## src/rtl/fst_pkg.sv

```systemverilog
package fst_pkg;
    typedef enum logic [1:0] {
        ST_IDLE = 2'd0,
        ST_CALC = 2'd1,
        ST_NOTE = 2'd2
    } fst_state_e;
endpackage

```

## src/rtl/fst_cmd_hold.sv

```systemverilog
module fst_cmd_hold #(
    parameter int SEL_W = 3,
    parameter int FAC_W = 16
) (
    input  logic             clk,
    input  logic             rst_n,
    input  logic             busy_i,
    input  logic             src_vld_i,
    input  logic [SEL_W-1:0] src_i,
    input  logic             en_vld_i,
    input  logic             en_i,
    input  logic             fac_vld_i,
    input  logic [FAC_W-1:0] mul_i,
    input  logic [FAC_W-1:0] div_i,
    output logic             src_vld_o,
    output logic [SEL_W-1:0] src_o,
    output logic             en_vld_o,
    output logic             en_o,
    output logic             fac_vld_o,
    output logic [FAC_W-1:0] mul_o,
    output logic [FAC_W-1:0] div_o
);
    typedef struct packed {
        logic             src_p;
        logic [SEL_W-1:0] src_v;
        logic             en_p;
        logic             en_v;
        logic             fac_p;
        logic [FAC_W-1:0] mul_v;
        logic [FAC_W-1:0] div_v;
    } hold_t;

    hold_t h_d, h_q;

    always_comb begin
        h_d = h_q;
        if (busy_i) begin
            if (src_vld_i) begin
                h_d.src_p = 1'b1;
                h_d.src_v = src_i;
            end
            if (en_vld_i) begin
                h_d.en_p = 1'b1;
                h_d.en_v = en_i;
            end
            if (fac_vld_i) begin
                h_d.fac_p = 1'b1;
                h_d.mul_v = mul_i;
                h_d.div_v = div_i;
            end
        end else begin
            h_d.src_p = 1'b0;
            h_d.en_p  = 1'b0;
            h_d.fac_p = 1'b0;
        end
    end

    always_ff @(posedge clk or negedge rst_n) begin
        if (!rst_n) h_q <= '0;
        else        h_q <= h_d;
    end

    assign src_vld_o = src_vld_i | h_q.src_p;
    assign src_o     = src_vld_i ? src_i : h_q.src_v;
    assign en_vld_o  = en_vld_i | h_q.en_p;
    assign en_o      = en_vld_i ? en_i : h_q.en_v;
    assign fac_vld_o = fac_vld_i | h_q.fac_p;
    assign mul_o     = fac_vld_i ? mul_i : h_q.mul_v;
    assign div_o     = fac_vld_i ? div_i : h_q.div_v;

    // a command seen while busy is still offered on the next cycle
    a_r8_src_kept: assert property (@(posedge clk) disable iff (!rst_n)
        (busy_i && src_vld_i) |=> src_vld_o);
    a_r8_fac_kept: assert property (@(posedge clk) disable iff (!rst_n)
        (busy_i && fac_vld_i) |=> fac_vld_o);
endmodule

```

## src/rtl/fst_seqdiv.sv

```systemverilog
module fst_seqdiv #(
    parameter int DVD_W = 48,
    parameter int DVS_W = 16
) (
    input  logic             clk,
    input  logic             rst_n,
    input  logic             start_i,
    input  logic [DVD_W-1:0] dvd_i,
    input  logic [DVS_W-1:0] dvs_i,
    output logic             busy_o,
    output logic [DVD_W-1:0] quo_o
);
    localparam int CNT_W = $clog2(DVD_W + 1);

    typedef struct packed {
        logic [CNT_W-1:0] cnt;
        logic [DVS_W:0]   rem;
        logic [DVD_W-1:0] quo;
        logic [DVS_W-1:0] dvs;
    } div_t;

    div_t d_d, d_q;
    logic [DVS_W:0] rem_sh;
    logic           fits;

    always_comb begin
        d_d    = d_q;
        rem_sh = {d_q.rem[DVS_W-1:0], d_q.quo[DVD_W-1]};
        fits   = rem_sh >= {1'b0, d_q.dvs};
        if (start_i) begin
            d_d.cnt = CNT_W'(DVD_W);
            d_d.rem = '0;
            d_d.quo = dvd_i;
            d_d.dvs = dvs_i;
        end else if (d_q.cnt != '0) begin
            d_d.rem = fits ? (rem_sh - {1'b0, d_q.dvs}) : rem_sh;
            d_d.quo = {d_q.quo[DVD_W-2:0], fits};
            d_d.cnt = d_q.cnt - 1'b1;
        end
    end

    always_ff @(posedge clk or negedge rst_n) begin
        if (!rst_n) d_q <= '0;
        else        d_q <= d_d;
    end

    assign busy_o = (d_q.cnt != '0);
    assign quo_o  = d_q.quo;

    // the final remainder is below the divisor
    a_r2_rem_below_divisor: assert property (@(posedge clk) disable iff (!rst_n)
        (d_q.cnt == CNT_W'(1) && !start_i) |=> (d_q.rem < {1'b0, d_q.dvs}));
    // a new division never starts on top of a running one
    a_r8_no_restart: assert property (@(posedge clk) disable iff (!rst_n)
        start_i |-> !busy_o);
endmodule

```

## src/rtl/freq_sel_track.sv

```systemverilog
module freq_sel_track #(
    parameter int NUM_SRC = 8,
    parameter int FREQ_W  = 32,
    parameter int FAC_W   = 16,
    localparam int SEL_W  = $clog2(NUM_SRC)
) (
    input  logic                      clk,
    input  logic                      rst_n,
    input  logic [NUM_SRC*FREQ_W-1:0] src_freq_i,
    input  logic [NUM_SRC-1:0]        src_chg_i,
    input  logic                      set_src_vld_i,
    input  logic [SEL_W-1:0]          set_src_i,
    input  logic                      set_en_vld_i,
    input  logic                      set_en_i,
    input  logic                      set_fac_vld_i,
    input  logic [FAC_W-1:0]          set_mul_i,
    input  logic [FAC_W-1:0]          set_div_i,
    output logic [FREQ_W-1:0]         freq_o,
    output logic                      upd_o,
    output logic                      busy_o
);
    import fst_pkg::*;

    localparam int PROD_W = FREQ_W + FAC_W;

    typedef struct packed {
        fst_state_e       state;
        logic [SEL_W-1:0] src;
        logic             en;
        logic [FAC_W-1:0] mul;
        logic [FAC_W-1:0] dv;
        logic             zero;
        logic             redo;
        logic [FREQ_W-1:0] freq;
    } core_t;

    core_t c_d, c_q;

    logic             h_src_vld, h_en_vld, h_fac_vld, h_en;
    logic [SEL_W-1:0] h_src;
    logic [FAC_W-1:0] h_mul, h_div;

    logic              div_start, div_busy;
    logic [PROD_W-1:0] div_dvd, div_quo;

    logic [SEL_W-1:0]  n_src;
    logic              n_en;
    logic [FAC_W-1:0]  n_mul, n_dv;
    logic              cfg_chg, sel_chg, n_zero;
    logic [FREQ_W-1:0] sel_f, sat_q;

    fst_cmd_hold #(.SEL_W(SEL_W), .FAC_W(FAC_W)) u_hold (
        .clk       (clk),
        .rst_n     (rst_n),
        .busy_i    (busy_o),
        .src_vld_i (set_src_vld_i),
        .src_i     (set_src_i),
        .en_vld_i  (set_en_vld_i),
        .en_i      (set_en_i),
        .fac_vld_i (set_fac_vld_i),
        .mul_i     (set_mul_i),
        .div_i     (set_div_i),
        .src_vld_o (h_src_vld),
        .src_o     (h_src),
        .en_vld_o  (h_en_vld),
        .en_o      (h_en),
        .fac_vld_o (h_fac_vld),
        .mul_o     (h_mul),
        .div_o     (h_div)
    );

    fst_seqdiv #(.DVD_W(PROD_W), .DVS_W(FAC_W)) u_div (
        .clk     (clk),
        .rst_n   (rst_n),
        .start_i (div_start),
        .dvd_i   (div_dvd),
        .dvs_i   (n_dv),
        .busy_o  (div_busy),
        .quo_o   (div_quo)
    );

    always_comb begin
        c_d       = c_q;
        div_start = 1'b0;

        n_src   = h_src_vld ? h_src : c_q.src;
        n_en    = h_en_vld  ? h_en  : c_q.en;
        n_mul   = h_fac_vld ? h_mul : c_q.mul;
        n_dv    = h_fac_vld ? h_div : c_q.dv;
        cfg_chg = (n_src != c_q.src) || (n_en != c_q.en) ||
                  (n_mul != c_q.mul) || (n_dv != c_q.dv);
        sel_chg = src_chg_i[c_q.src];
        n_zero  = !n_en || (n_dv == '0);
        sel_f   = src_freq_i[int'(n_src)*FREQ_W +: FREQ_W];
        div_dvd = PROD_W'(sel_f) * PROD_W'(n_mul);
        sat_q   = (div_quo[PROD_W-1:FREQ_W] != '0) ? '1 : div_quo[FREQ_W-1:0];

        unique case (c_q.state)
            ST_IDLE: begin
                if (cfg_chg || sel_chg || c_q.redo) begin
                    c_d.src   = n_src;
                    c_d.en    = n_en;
                    c_d.mul   = n_mul;
                    c_d.dv    = n_dv;
                    c_d.zero  = n_zero;
                    c_d.redo  = 1'b0;
                    c_d.state = ST_CALC;
                    div_start = !n_zero;
                end
            end
            ST_CALC: begin
                if (sel_chg) c_d.redo = 1'b1;
                if (!div_busy) begin
                    c_d.freq  = c_q.zero ? '0 : sat_q;
                    c_d.state = ST_NOTE;
                end
            end
            ST_NOTE: begin
                if (sel_chg) c_d.redo = 1'b1;
                c_d.state = ST_IDLE;
            end
            default: c_d.state = ST_IDLE;
        endcase
    end

    always_ff @(posedge clk or negedge rst_n) begin
        if (!rst_n) begin
            c_q       <= '0;
            c_q.state <= ST_IDLE;
            c_q.mul   <= FAC_W'(1);
            c_q.dv    <= FAC_W'(1);
        end else begin
            c_q <= c_d;
        end
    end

    assign freq_o = c_q.freq;
    assign upd_o  = (c_q.state == ST_NOTE);
    assign busy_o = (c_q.state != ST_IDLE);

    // strobe lasts one cycle
    a_r7_single_strobe: assert property (@(posedge clk) disable iff (!rst_n)
        upd_o |=> !upd_o);
    // the output word only moves together with the strobe
    a_r7_freq_with_strobe: assert property (@(posedge clk) disable iff (!rst_n)
        (freq_o != $past(freq_o)) |-> upd_o);
    // disabled or zero divider yields a zero result
    a_r3_forced_zero: assert property (@(posedge clk) disable iff (!rst_n)
        (upd_o && (!c_q.en || c_q.dv == '0)) |-> (freq_o == '0));
    // the divider is only active during a busy period
    a_r8_div_inside_busy: assert property (@(posedge clk) disable iff (!rst_n)
        div_busy |-> busy_o);
endmodule

```

## config.mk

```make
export PLATFORM = sky130hd
export DESIGN_NAME = freq_sel_track
export DESIGN_NICKNAME = d
export VERILOG_FILES = /design/src/rtl/fst_pkg.sv /design/src/rtl/fst_cmd_hold.sv /design/src/rtl/fst_seqdiv.sv /design/src/rtl/freq_sel_track.sv
export SDC_FILE = /design/constraint.sdc
export NUM_CORES = 2
export LEC_CHECK = 0
export ABC_AREA = 1
export ABC_CLOCK_PERIOD_IN_PS = 13800
export BUFFER_PORTS_ARGS = -buffer_cell sky130_fd_sc_hd__buf_2
export CORE_UTILIZATION = 45
export DETAILED_ROUTE_END_ITERATION = 8
export PLACE_DENSITY_LB_ADDON = 0.15
export SKIP_LAST_GASP = 1
export SYNTH_ARGS = -nofsm -noshare
export SYNTH_HDL_FRONTEND = slang
export SYNTH_HIERARCHICAL = 1
export SYNTH_SLANG_ARGS = --single-unit
```

## constraint.sdc

```tcl
create_clock -name clk -period 13.8 [get_ports clk]
set_input_delay 2.07 -clock clk [delete_from_list [all_inputs] [get_ports clk]]
set_output_delay 2.07 -clock clk [all_outputs]
set_load 0.005 [all_outputs]
```

==> impl_results.md <==
* Cell area after synthesis at 0.0310 mm^2
* Vias in the first global route at 28700
* Number of remaining DRC errors at 0
* CTS tree: built
* Port Buffers at 338
* Crit path kind: input pin to flip-flop
* Vias at 29000
* Yosys reg bits at 197
* CTS Buf Count at 17
* Reg area at 0.00493 mm^2
* Final estimated routing congestion in global placement at 1.08
* Yosys Warn Count at 6
* Share of cells above drive strength 1 at 11.6%
* Initial Utilization at 45.9%
* Max transition margin at 23.1%
* WL final at 112000 um
* Status: completed
* Peak Freq at 92.5 MHz
* Tmin final at 10810 ps
* Iteration-0 DRC Markers at 2701
* HPWL after DPL at 91400 um
* Final setup violation count at 0
* Hold_buf cts at 0
* CP max-delay cell: buf_4
* HP Class: flip-flop to flip-flop
* Fill cell total of the finished layout at 6925
* Vias per cell at 5.49
* Setup crit start kind: input pin
* Levels on crit path at 32
* Largest net degree at the start of global routing at 100
* Root buffer cell: clkbuf_16
* Die ar. at 0.0700 mm^2
* Least-Margin Pin Slew at 1150 ps
* Fin. Hold Viols at 0
* # Post-CTS Setup Buffers at 0
* Max clock buf depth at 2
* Worst EP arrival at 11160 ps
* Crit path top cell by count: inv_1
* First-pass GRT wire length at 174000 um
* Clock sinks at 197
* R2r worst-path depth at 32
* H-tree levels at 4
* Synth cell types at 50
* Die Y at 265 um
* Crit. End Element: flip-flop
* Most used flip-flop cell after synthesis: dfrtp_1
* Syn Nets at 5117
* Clk slew on worst S/H paths at 80 ps
* Standard-cell rows at 95
* Initial antenna violation count at 4
* Area of the multi-input gates at 0.0217 mm^2
* CP required at 14150 ps
* Post-CTS sizing at 0
* Synthesis-to-finish area growth at 7.11%
* Overall Global Routing Usage at 32.8%
* Io pins at 339
* Worst Path Buf+Inv at 9
* CORE AREA at 0.0676 mm^2
* Sequential share of the synthesized area at 15.9%
* Final ANT Viol Nets at 0
* Cells after Synth at 4253
* Period utilization at 78.3%
* Total gr overflow at 0
* Clk_skew at 21.6 ps
* Max_cap viols at 0
* Cell count of the worst hold path at 2
* Max incr delay on CP at 740 ps
* WL/cell at 21.2 um
* Drt pass-1 iters at 6
* Critical path's top delay family: adder cells
* Asr flop ratio synth at 100%
* Syn avg cell area at 7.29 um^2
* Setup TNS at 0 ps
* Die width at 265 um
* Nets@finish at 5257
* RSZ-0062 raised after global routing: false
* Max Fanout on Critical Path at 78
* EDFF count, synth at 0
* Worst-Skew Late Latency at 490 ps
* Max-slew violation count at 0
-- cells in the mapped netlist, types with 5 or more instances --
cell / number / area (um^2)
a32o_1: 30 / 300
nand3_2: 5 / 50.1
nor2_1: 391 / 1470
o21ai_0: 177 / 886
a22oi_1: 8 / 60.1
clkbuf_1: 64 / 240
nand4_1: 30 / 188
fa_1: 419 / 8390
buf_1: 6 / 22.5
ha_1: 140 / 1750
a21oi_1: 176 / 881
o21ai_1: 32 / 160
buf_4: 111 / 833
nand2_2: 10 / 62.6
a22o_1: 30 / 263
nand3b_1: 16 / 120
nor3_1: 7 / 35.0
a21o_1: 6 / 45.0
o211ai_1: 8 / 60.1
inv_1: 754 / 2830
dfrtp_1: 195 / 4880
nor4_1: 8 / 50.1
xor2_1: 22 / 193
nand3_1: 180 / 901
buf_6: 15 / 169
xnor2_1: 16 / 140
buf_2: 62 / 310
inv_2: 10 / 37.5
o21bai_1: 8 / 60.1
o21ai_4: 9 / 146
o221ai_1: 40 / 350
o21ai_2: 40 / 350
o21a_1: 5 / 37.5
nand2_1: 1194 / 4480
-- cell usage in the layout (no fill, tap or decap), types with 6 or more instances in the layout --
cell type	instances
a21o_1	6
a21oi_1	168
a21oi_2	7
a21oi_4	6
a22o_1	30
a22oi_1	8
a32o_1	30
buf_2	337
buf_4	40
clkbuf_16	17
dfrtp_1	195
fa_1	419
ha_1	140
inv_1	753
inv_2	10
nand2_1	1194
nand2_2	9
nand3_1	180
nand3b_1	16
nand4_1	30
nor2_1	391
nor3_1	7
nor4_1	8
o211ai_1	8
o21ai_0	177
o21ai_1	31
o21ai_2	40
o21ai_4	10
o21bai_1	8
o221ai_1	40
xnor2_1	16
xor2_1	22
-- registers in the layout (all words and copies together) (netlist names) --
name         count
u_div/d_q       38
freq_o          32
u_hold/h_q      39
c_q             40
u_div/quo_o     48
-- stage by stage --
| step | instances | utilization [%] | hold slack, ps | cell area, um^2 | setup WS [ps] |
|---|---|---|---|---|---|
| after floorplan | 4253 | - | 441 | 31000 | 5320 |
| after global placement | 5247 | 48.3 | 454 | 32600 | 2690 |
| after detailed placement | 5247 | 48.3 | 458 | 32600 | 2880 |
| after CTS | 5279 | 49.1 | 477 | 33200 | 3340 |
| after global routing | 5281 | 49.1 | 487 | 33200 | 2580 |
| final | 5282 | 49.1 | 474 | 33200 | 2990 |
-- routing by layer --
metal	up-vias	wire (um)	GRT usage (%)
met5	-	0	0
met4	0	3070	8.94
met3	151	9170	5.11
met2	1223	50600	51.9
met1	14300	49200	46.6
li1	13300	-	-
-- worst min-delay path: cells and delay by family, from the launching register on --
kind | cells | cell delay, ps
flops | 1 | 340
simple gates | 2 | 100
-- final timing paths --
path	start	endpoint	slack [ps]
min in group asynchronous	rst_n	u_hold/h_q[34]	1550
min reg2reg	c_q[33]	c_q[33]	470
min	c_q[33]	c_q[33]	470
max	set_src_vld_i	u_div/quo_o[42]	2990
max reg2reg	u_hold/h_q[38]	u_div/quo_o[42]	4370
max in group asynchronous	rst_n	freq_o[8]	10000
-- kinds of logic (layout without fill, tap and decap cells) --
logic type	after synthesis	count (layout)	synth area share [%]
AO/OA/AOI/OAI	577	577	11.9
buffers and inverters	1025	1178	14.4
adder cells (fa/ha/maj)	559	559	32.7
AND/OR/NAND/NOR	1857	1857	24.1
other	0	3	0
XOR/XNOR	38	38	1.07
flip-flops	197	197	15.9
-- final cells by class --
| class | count | share of cell area, % |
|---|---|---|
| Inverter | 767 | 8.67 |
| Timing Repair Buffer | 379 | 6.08 |
| Tap cell | 873 | 3.29 |
| Multi-Input combinational cell | 3031 | 65.4 |
| Clock buffer | 19 | 1.33 |
| Antenna cell | 3 | 0.0226 |
| Clock inverter | 13 | 0.407 |
| Sequential cell | 197 | 14.8 |
Power is left out: the tool's default activity adds up to more than one toggle a clock period on the data nets, which glitch-free logic cannot reach.
